<file path="src/rtl/sram_seq_pkg.sv">
package sram_seq_pkg;
  localparam int AREAS    = 4;
  localparam int AREA_W   = $clog2(AREAS);
  localparam int BYTE_W   = 8;
  localparam int CFG_W    = AREAS * BYTE_W;
  localparam int CNT_W    = 4;
  localparam logic [BYTE_W-1:0] AREA_RESET = 8'h3F;
  localparam logic [CFG_W-1:0]  CFG_RESET  = {AREAS{AREA_RESET}};

  typedef enum logic [1:0] {
    PH_IDLE   = 2'd0,
    PH_SETUP  = 2'd1,
    PH_STROBE = 2'd2,
    PH_HOLD   = 2'd3
  } phase_e;

  // field order inside one area byte: setup[7:6], hold[5:4], static wait[3:0]
  typedef struct packed {
    logic [1:0]       setup;
    logic [1:0]       hold;
    logic [CNT_W-1:0] stat;
  } timing_t;

  function automatic timing_t byte_to_timing(input logic [BYTE_W-1:0] b);
    return timing_t'(b);
  endfunction

  // counter preload for each phase: phase lasts (preload + 1) cycles
  function automatic logic [CNT_W-1:0] setup_load(input timing_t t);
    return {{(CNT_W-2){1'b0}}, t.setup};
  endfunction

  function automatic logic [CNT_W-1:0] hold_load(input timing_t t);
    return {{(CNT_W-2){1'b0}}, t.hold};
  endfunction

  function automatic logic [CNT_W-1:0] strobe_load(input timing_t t);
    return t.stat;
  endfunction
endpackage

</file>
<file path="src/rtl/sram_seq_cfg.sv">
module sram_seq_cfg
  import sram_seq_pkg::*;
(
  input  logic              clk,
  input  logic              rst_n,
  input  logic              we,
  input  logic [CFG_W-1:0]  wdata,
  input  logic [AREA_W-1:0] sel,
  output timing_t           sel_timing
);
  logic [CFG_W-1:0] cfg_q;
  timing_t          area_t [AREAS];

  always_ff @(posedge clk or negedge rst_n) begin
    if (!rst_n)  cfg_q <= CFG_RESET;
    else if (we) cfg_q <= wdata;
  end

  for (genvar g = 0; g < AREAS; g++) begin : g_area
    assign area_t[g] = byte_to_timing(cfg_q[g*BYTE_W +: BYTE_W]);
  end

  assign sel_timing = area_t[sel];
endmodule

</file>
<file path="src/rtl/sram_seq_sync.sv">
module sram_seq_sync #(
  parameter int STAGES = 2
) (
  input  logic clk,
  input  logic rst_n,
  input  logic d,
  output logic q
);
  logic [STAGES-1:0] sh;

  always_ff @(posedge clk or negedge rst_n) begin
    if (!rst_n) sh <= '1;
    else        sh <= {sh[STAGES-2:0], d};
  end

  assign q = sh[STAGES-1];
endmodule

</file>
<file path="src/rtl/sram_seq_fsm.sv">
module sram_seq_fsm
  import sram_seq_pkg::*;
#(
  parameter int ADDR_W = 24,
  parameter int DATA_W = 16
) (
  input  logic              clk,
  input  logic              rst_n,
  input  logic              req_valid,
  input  logic              req_write,
  input  logic [AREA_W-1:0] req_area,
  input  logic [ADDR_W-1:0] req_addr,
  input  logic [DATA_W-1:0] req_wdata,
  input  timing_t           req_timing,
  input  logic              wait_clear,
  input  logic [DATA_W-1:0] mem_din,
  output phase_e            phase,
  output logic [AREA_W-1:0] area_q,
  output logic              write_q,
  output logic [ADDR_W-1:0] addr_q,
  output logic [DATA_W-1:0] wdata_q,
  output logic [DATA_W-1:0] rd_data,
  output logic              done,
  output logic              ready
);
  logic [CNT_W-1:0] cnt;
  timing_t          t_q;

  // named internal events
  logic accept, cnt_zero, static_busy, wait_stretch, strobe_end, hold_end;

  assign ready        = (phase == PH_IDLE);
  assign accept       = ready && req_valid;
  assign cnt_zero     = (cnt == '0);
  assign static_busy  = (phase == PH_STROBE) && !cnt_zero;
  assign wait_stretch = (phase == PH_STROBE) && cnt_zero && !wait_clear;
  assign strobe_end   = (phase == PH_STROBE) && cnt_zero && wait_clear;
  assign hold_end     = (phase == PH_HOLD) && cnt_zero;

  always_ff @(posedge clk or negedge rst_n) begin
    if (!rst_n) begin
      phase   <= PH_IDLE;
      cnt     <= '0;
      t_q     <= '0;
      area_q  <= '0;
      write_q <= 1'b0;
      addr_q  <= '0;
      wdata_q <= '0;
      rd_data <= '0;
      done    <= 1'b0;
    end else begin
      done <= 1'b0;
      unique case (phase)
        PH_IDLE: begin
          if (accept) begin
            phase   <= PH_SETUP;
            cnt     <= setup_load(req_timing);
            t_q     <= req_timing;
            area_q  <= req_area;
            write_q <= req_write;
            addr_q  <= req_addr;
            wdata_q <= req_wdata;
          end
        end
        PH_SETUP: begin
          if (cnt_zero) begin
            phase <= PH_STROBE;
            cnt   <= strobe_load(t_q);
          end else begin
            cnt <= cnt - 1'b1;
          end
        end
        PH_STROBE: begin
          if (!cnt_zero) begin
            cnt <= cnt - 1'b1;
          end else if (strobe_end) begin
            phase <= PH_HOLD;
            cnt   <= hold_load(t_q);
            if (!write_q) rd_data <= mem_din;
          end
        end
        PH_HOLD: begin
          if (hold_end) begin
            phase <= PH_IDLE;
            done  <= 1'b1;
          end else begin
            cnt <= cnt - 1'b1;
          end
        end
        default: phase <= PH_IDLE;
      endcase
    end
  end

  // static wait cycles cannot be cut short
  a_r3_static_keeps_strobe: assert property (@(posedge clk) disable iff (!rst_n)
    static_busy |=> (phase == PH_STROBE));

  // synchronized wait after the static count stretches the strobe
  a_r7_wait_stretches: assert property (@(posedge clk) disable iff (!rst_n)
    wait_stretch |=> (phase == PH_STROBE));

  // hold phase ends with a completion pulse
  a_r4_hold_then_done: assert property (@(posedge clk) disable iff (!rst_n)
    hold_end |=> (done && phase == PH_IDLE));

  // read data is the bus value at strobe release
  a_r9_capture_at_release: assert property (@(posedge clk) disable iff (!rst_n)
    (strobe_end && !write_q) |=> (rd_data == $past(mem_din)));

  // a busy sequencer keeps its latched request
  a_r10_busy_keeps_request: assert property (@(posedge clk) disable iff (!rst_n)
    (phase != PH_IDLE) |=> ($stable(addr_q) && $stable(area_q) && $stable(write_q)));
endmodule

</file>
<file path="src/rtl/sram_seq_top.sv">
module sram_seq_top
  import sram_seq_pkg::*;
#(
  parameter int ADDR_W = 24,
  parameter int DATA_W = 16
) (
  input  logic              clk,
  input  logic              rst_n,
  input  logic              cfg_we,
  input  logic [CFG_W-1:0]  cfg_wdata,
  input  logic              req_valid,
  input  logic              req_write,
  input  logic [AREA_W-1:0] req_area,
  input  logic [ADDR_W-1:0] req_addr,
  input  logic [DATA_W-1:0] req_wdata,
  output logic              req_ready,
  output logic              done,
  output logic [DATA_W-1:0] rd_data,
  output logic [AREAS-1:0]  ce_n,
  output logic              rd_n,
  output logic              wr_n,
  output logic [ADDR_W-1:0] mem_addr,
  output logic [DATA_W-1:0] mem_dout,
  output logic              mem_oe,
  input  logic [DATA_W-1:0] mem_din,
  input  logic              wait_n
);
  timing_t           req_timing;
  logic              wait_clear;
  phase_e            phase;
  logic [AREA_W-1:0] area_q;
  logic              write_q;
  logic              busy;
  logic              strobe_on;

  sram_seq_cfg u_cfg (
    .clk        (clk),
    .rst_n      (rst_n),
    .we         (cfg_we),
    .wdata      (cfg_wdata),
    .sel        (req_area),
    .sel_timing (req_timing)
  );

  sram_seq_sync #(.STAGES(2)) u_wait_sync (
    .clk   (clk),
    .rst_n (rst_n),
    .d     (wait_n),
    .q     (wait_clear)
  );

  sram_seq_fsm #(.ADDR_W(ADDR_W), .DATA_W(DATA_W)) u_fsm (
    .clk        (clk),
    .rst_n      (rst_n),
    .req_valid  (req_valid),
    .req_write  (req_write),
    .req_area   (req_area),
    .req_addr   (req_addr),
    .req_wdata  (req_wdata),
    .req_timing (req_timing),
    .wait_clear (wait_clear),
    .mem_din    (mem_din),
    .phase      (phase),
    .area_q     (area_q),
    .write_q    (write_q),
    .addr_q     (mem_addr),
    .wdata_q    (mem_dout),
    .rd_data    (rd_data),
    .done       (done),
    .ready      (req_ready)
  );

  assign busy      = (phase != PH_IDLE);
  assign strobe_on = (phase == PH_STROBE);
  assign rd_n      = !(strobe_on && !write_q);
  assign wr_n      = !(strobe_on && write_q);
  assign mem_oe    = busy && write_q;

  for (genvar k = 0; k < AREAS; k++) begin : g_ce
    assign ce_n[k] = !(busy && (area_q == AREA_W'(k)));
  end

  // never more than one area selected
  a_r5_single_ce: assert property (@(posedge clk) disable iff (!rst_n)
    $countones(~ce_n) <= 1);

  // read and write strobes are exclusive
  a_r6_strobes_exclusive: assert property (@(posedge clk) disable iff (!rst_n)
    !(!rd_n && !wr_n));

  // a strobe is always inside an asserted chip enable
  a_r3_strobe_inside_ce: assert property (@(posedge clk) disable iff (!rst_n)
    (!rd_n || !wr_n) |-> (ce_n != '1));

  // done is a single-cycle pulse
  a_r10_done_single: assert property (@(posedge clk) disable iff (!rst_n)
    done |=> !done);

  // an idle sequencer leaves the bus quiet
  a_r1_idle_quiet: assert property (@(posedge clk) disable iff (!rst_n)
    req_ready |-> (ce_n == '1 && rd_n && wr_n && !mem_oe));
endmodule

</file>
<file path="config.mk">
export PLATFORM = sky130hd
export DESIGN_NAME = sram_seq_top
export DESIGN_NICKNAME = d
export VERILOG_FILES = /design/src/rtl/sram_seq_pkg.sv /design/src/rtl/sram_seq_cfg.sv /design/src/rtl/sram_seq_sync.sv /design/src/rtl/sram_seq_fsm.sv /design/src/rtl/sram_seq_top.sv
export SDC_FILE = /design/constraint.sdc
export NUM_CORES = 1
export LEC_CHECK = 0
export CORE_ASPECT_RATIO = 0.6
export CORE_UTILIZATION = 40
export CTS_BUF_LIST = sky130_fd_sc_hd__clkbuf_16
export CTS_CLUSTER_SIZE = 14
export DETAILED_ROUTE_END_ITERATION = 16
export PLACE_DENSITY = 0.77
export SKIP_LAST_GASP = 1
export SLEW_MARGIN = 25
export SYNTH_ARGS = -nofsm -noshare
export SYNTH_HDL_FRONTEND = slang
export SYNTH_HIERARCHICAL = 1
export SYNTH_SLANG_ARGS = --single-unit
</file>
<file path="constraint.sdc">
create_clock -name clk -period 2.3 [get_ports clk]
set_input_delay 0.46 -clock clk [delete_from_list [all_inputs] [get_ports clk]]
set_output_delay 0.46 -clock clk [all_outputs]
set_load 0.02 [all_outputs]
</file>
After elaboration in Yosys (flattened, before gate mapping)

Cells that the tools add are included.

Flip-flop bits (word level): 106
Input bits: 96
Output and inout bits: 65

$add $sub $neg: 1
Order comparisons: 1
Eq/ne operators: 13
Mux-type cells: 17
Bitwise logic cells: 2
Reduce and logical (&&, ||, !) cells: 26

Operator list:

| operator            | count |
|---|---|
| $mux 4              | 5 |
| $bmux 8 s2          | 1 |
| $mux 8              | 2 |
| $pmux 4 s4          | 1 |
| $logic_and 1x1->1   | 11 |
| $mux 2              | 5 |
| $eq 2x2->1 const B  | 4 |
| $ne 2x1->1 const B  | 4 |
| $pmux 2 s4          | 1 |
| $logic_not 1->1     | 7 |
| $reduce_and 5->1    | 1 |
| $eq 2x1->1 const B  | 2 |
| $logic_not 2->1     | 2 |
| $logic_not 4->1     | 1 |
| $ne 2x2->1 const B  | 2 |
| $reduce_and 4->1    | 1 |
| $sub 4x1->4 const B | 1 |
| $ge 3x3->1 const B  | 1 |
| $ne 3x3->1 const B  | 1 |
| $not 2->3           | 1 |
| $reduce_and 3->1    | 1 |
| $mux 1              | 2 |
| $reduce_and 2->1    | 1 |
| $reduce_bool 2->1   | 1 |
| $not 1->1           | 1 |

Logic depth before layout (Yosys ltp)

Word-level depth: 6
Gate-level depth with buffers: 7
Mapped depth without buffers: 6

Hierarchy

The synthesis kept the hierarchy.

By module, submodules not included:

| module        | instances | cells each | area an instance (µm²) |
|---|---|---|---|
| sram_seq_fsm  | 1         | 194        | 2999.1 |
| sram_seq_cfg  | 1         | 78         | 1441.4 |
| sram_seq_top  | 1         | 9          | 61.3 |
| sram_seq_sync | 1         | 2          | 52.6 |

Worst setup path after synthesis

No wires, ideal clock.

Kind: register to register
From: register u_fsm.phase[0]
To: register u_fsm.phase[1]
Arrival time: 1.679 ns
Slack: 0.496 ns
Cell stages (with the launch flop): 7
Path buffers: 1
Clock period less this slack: 1.804 ns
Cells stage by stage: dfrtp_1 inv_1 ha_1 clkbuf_1 nor2b_1 a21oi_1 mux2_2

Elaborated cells between the ends (all ways): 15
Classes of those cells: eq/ne (8); mux (1); reduce/logical (6)

RTL lines:

| item                       | line               | source |
|---|---|---|
| from (decl)                | sram_seq_fsm.sv:17 | `output phase_e phase,` |
| from (signal assigned)     | sram_seq_fsm.sv:42 | `phase <= PH_IDLE;` |
| from (signal assigned)     | sram_seq_fsm.sv:56 | `phase <= PH_SETUP;` |
| from (signal assigned)     | sram_seq_fsm.sv:67 | `phase <= PH_STROBE;` |
| $logic_not 2->1 *          | sram_seq_fsm.sv:32 | `assign ready = (phase == PH_IDLE);` |
| named net req_ready        | sram_seq_top.sv:16 | `output logic req_ready,` |
| $logic_and 1x1->1          | sram_seq_fsm.sv:33 | `assign accept = ready && req_valid;` |
| $ne 2x2->1 (no line)       | -                  |  |
| $reduce_and 5->1 (no line) | -                  |  |

Mark *: on every way through the listed nets, which the timed path passes. The rest lies on a longest branch.
A chain may end at the register's enable or synchronous reset.

Worst setup path in the final report

From: register u_fsm.phase[0]
To: output port rd_n

Longest elaborated chain between the ends: 3

Ends and longest elaborated chain:

| item              | line               | source |
|---|---|---|
| $eq 2x2->1        | -                  |  |
| $logic_and 1x1->1 | sram_seq_top.sv:75 | `assign rd_n = !(strobe_on && !write_q);` |
| $logic_not 1->1   | sram_seq_top.sv:75 |  |
| to (decl)         | sram_seq_top.sv:20 | `output logic rd_n,` |

Every way passes these cells.

==> impl_metrics.csv <==
group,metric,value,unit
global_routing,grt_pass1_vias,3142,
clock_tree,cts_made_buffers,9,
clock_tree,cts_max_level,3,
pwr,ir_worst_vdd,0.760,mV
floorplanning,core_area,10800,um^2
clock_tree,clkLatencyLatePin,0.33,ns
clock_tree,tritoncts,"done",
timing,slew_headroom,60.2,%
floorplanning,io_pins,161,
drt,viasPerCell,4.95,
timing,hold_ws,0.147,ns
worst_setup_path,cp-start-kind,"flip-flop",
drt,vias,2933,
timing,finalHoldViolCount,0,
timing,setup_viol,0,
cells_and_area,diodes,0,
pwr,finalPower,8.63,mW
timing,finalMaxSlewViolations,0,
global_routing,grt_pass1_wl,16.1,mm
run_status,status,"finished clean",
synth,synth_warnings,6,
cells_and_area,synthToLayoutAreaGrowth,46.8,%
synth,async_reset_ff_share,100,%
run,max-cap-violations,0,
hold_path,holdCritPathClass,"input port to async pin",
synth,syn_nets,385,
placement,place_hpwl,7.09,mm
pwr,p_leak,2.81,nW
timing,worst_pin_slew,0.597,ns
worst_setup_path,r2r_start,"u_fsm/cnt[0]$_DFFE_PN0P_",
floorplanning,num_rows,29,
synth,ys_top_cells_by_area,"dfrtp_1 44%, mux2_2 21%, dfstp_2 15%",
synth,ys_types,41,
drt,drt_iter0_drc,120,
clock_tree,cts.path.max_buffers,2,
floorplanning,initial_core_util,42.1,%
synth,synth.largest_area_cell,"dfrtp_1",
synth,ys_top_cells_by_count,"86 x mux2_2, 80 x dfrtp_1, 26 x dfstp_2",
synth,synth_flop_cell,"dfrtp_1",
drt,route.detailed.drc,0,
drt,wl_per_cell,16.5,um
clock_tree,cts-root-buf,"clkbuf_16",
synth,synth_top_area_share,44.0,%
timing,fmax,459,MHz
synth,synth-edff-count,0,
floorplanning,die_area,11800,um^2
global_routing,gr-total-overflow,0,
cells_and_area,fin_area,6680,um^2
synth,netlist_instances,283,
placement,dpl_worst_slack,0.232,ns
synth,syn_avg_cell_area,16.1,um^2
synth,synth.most_common_cell,"mux2_2",
placement,port_buffers,160,
cells_and_area,fillers,811,
timing,rsz0062_at_grt,"false",
pwr,cellPowerDensity,1290,nW/um^2
global_routing,grt_max_degree,47,
synth,syn_area,4550,um^2
floorplanning,dieHeight,84.7,um
timing,post-route-period-util,94.8,%
timing,tns,0,ns
worst_setup_path,critPathKind,"flip-flop to output port",
synth,synth_seq_area_share,59.0,%
worst_setup_path,reg2reg_to,"u_fsm/rd_data[7]$_DFFE_PN0P_",
clock_tree,cts_hold_buf,0,
worst_setup_path,path_max_fanout,7,
synth,synth-seq-cells,106,
global_routing,antenna_found_initial,0,
worst_setup_path,required,1.84,ns
clock_tree,clk_pin_slew,0.07,ns
cells_and_area,drive_gt1_share,36.4,%
worst_setup_path,worstSetupEndpointType,"output port",
drt,routed_wl,9.76,mm
placement,gp_congestion,0.769,
timing,fin_ws,0.119,ns
worst_setup_path,cp_data_arrival_time,1.72,ns
timing,skew,0.00792,ns
clock_tree,numClockSinks,106,
drt,ant_nets,0,
floorplanning,fp.dieW,140,um
worst_setup_path,r2r_slack,0.21,ns
drt,drt_first_pass_iters,4,
timing,fin_crit,2.18,ns
global_routing,grt.total_usage,17.5,%
cells_and_area,nets,550,
worst_setup_path,ff2ff_path_depth,6,
placement,placed_area,6330,um^2
worst max-delay path, stage by stage, from the launching register on:
cell and delay [ns]:
dfrtp_1 0.45, or3b_1 0.38, clkdlybuf4s50_1 0.56
power breakdown:
part / switching, mW / internal (mW) / total [mW]
combinational: 1.73 / 2.15 / 3.88
clock: 0.659 / 1.06 / 1.72
sequential: 0.422 / 2.60 / 3.03
layout make-up:
type                       count  area, um^2  share of cell area [%]
sequential                   106        2690                    40.2
clock inverter                 7         116                    1.74
multi-input combinational    157        1740                    26.0
inverter                       6        22.5                   0.337
timing repair buffer         168        1720                    25.8
clock buffer                   9         225                    3.37
tap                          139         174                    2.60
state kept, by name (all words and copies together) (netlist names):
register	flops
u_fsm/t_q	6
u_fsm/area_q	2
u_fsm/addr_q	24
u_fsm/rd_data	16
u_fsm/phase	2
u_fsm/write_q	1
u_fsm/wdata_q	16
u_fsm/done	1
u_fsm/cnt	4
u_cfg/cfg_q	32
u_wait_sync/sh	2
routing by layer:
metal,GRT usage [%],share of wire [%]
met5,0,0
met4,3.50,0.87
met1,23.3,45
met3,7.70,9.7
met2,26.7,44
placed cells by master (no fill, tap or decap), types with 4 or more instances in the layout:
cell / netlist / routed
buf_4: 0 / 5
mux2_4: 12 / 12
nor2_1: 4 / 4
dfstp_2: 26 / 26
clkdlybuf4s50_1: 0 / 154
mux2_2: 86 / 86
dlymetal6s2s_1: 0 / 5
inv_1: 6 / 6
buf_12: 0 / 4
ha_1: 6 / 6
dfrtp_1: 80 / 80
mux4_2: 8 / 8
clkbuf_16: 0 / 9
o21ai_0: 4 / 4
stage by stage:
| step | util [%] | cells |
|---|---|---|
| 2_1_floorplan | - | 283 |
| 3_3_place_gp | 58.5 | 576 |
| 4_1_cts | 61.7 | 592 |
| 5_1_grt | 61.8 | 592 |
| 3_5_place_dp | 58.5 | 576 |
| 6_report | 61.8 | 592 |
worst max-delay path by stage:
stage,cells past startpoint,start,slack (ns),endpoint
after floorplan,6,u_fsm/phase[0]$_DFFE_PN0P_,0.50,u_fsm/phase[1]$_DFFE_PN0P_
after global placement,4,req_area[0],0.26,u_fsm/t_q[2]$_DFFE_PN0P_
after detailed placement,6,u_fsm/cnt[0]$_DFFE_PN0P_,0.23,u_fsm/rd_data[5]$_DFFE_PN0P_
after CTS,3,u_fsm/phase[1]$_DFFE_PN0P_,0.003,ce_n[1]
after global routing,2,u_fsm/phase[0]$_DFFE_PN0P_,0.05,rd_n
final,2,u_fsm/phase[0]$_DFFE_PN0P_,0.12,rd_n
logic make-up after synthesis:
kind of cell,Yosys count,share of synthesized area [%]
mux,106,29.2
flops,106,59.0
simple gates,26,4.07
buf+inv,20,2.91
compound gates,19,3.24
fa+ha+maj,6,1.65
timing repair:
action	CTS	global route
gates resized for setup	0	5
setup endpoints to repair	0	5
setup buffers	0	0
Power figures use the tool's default switching activity.
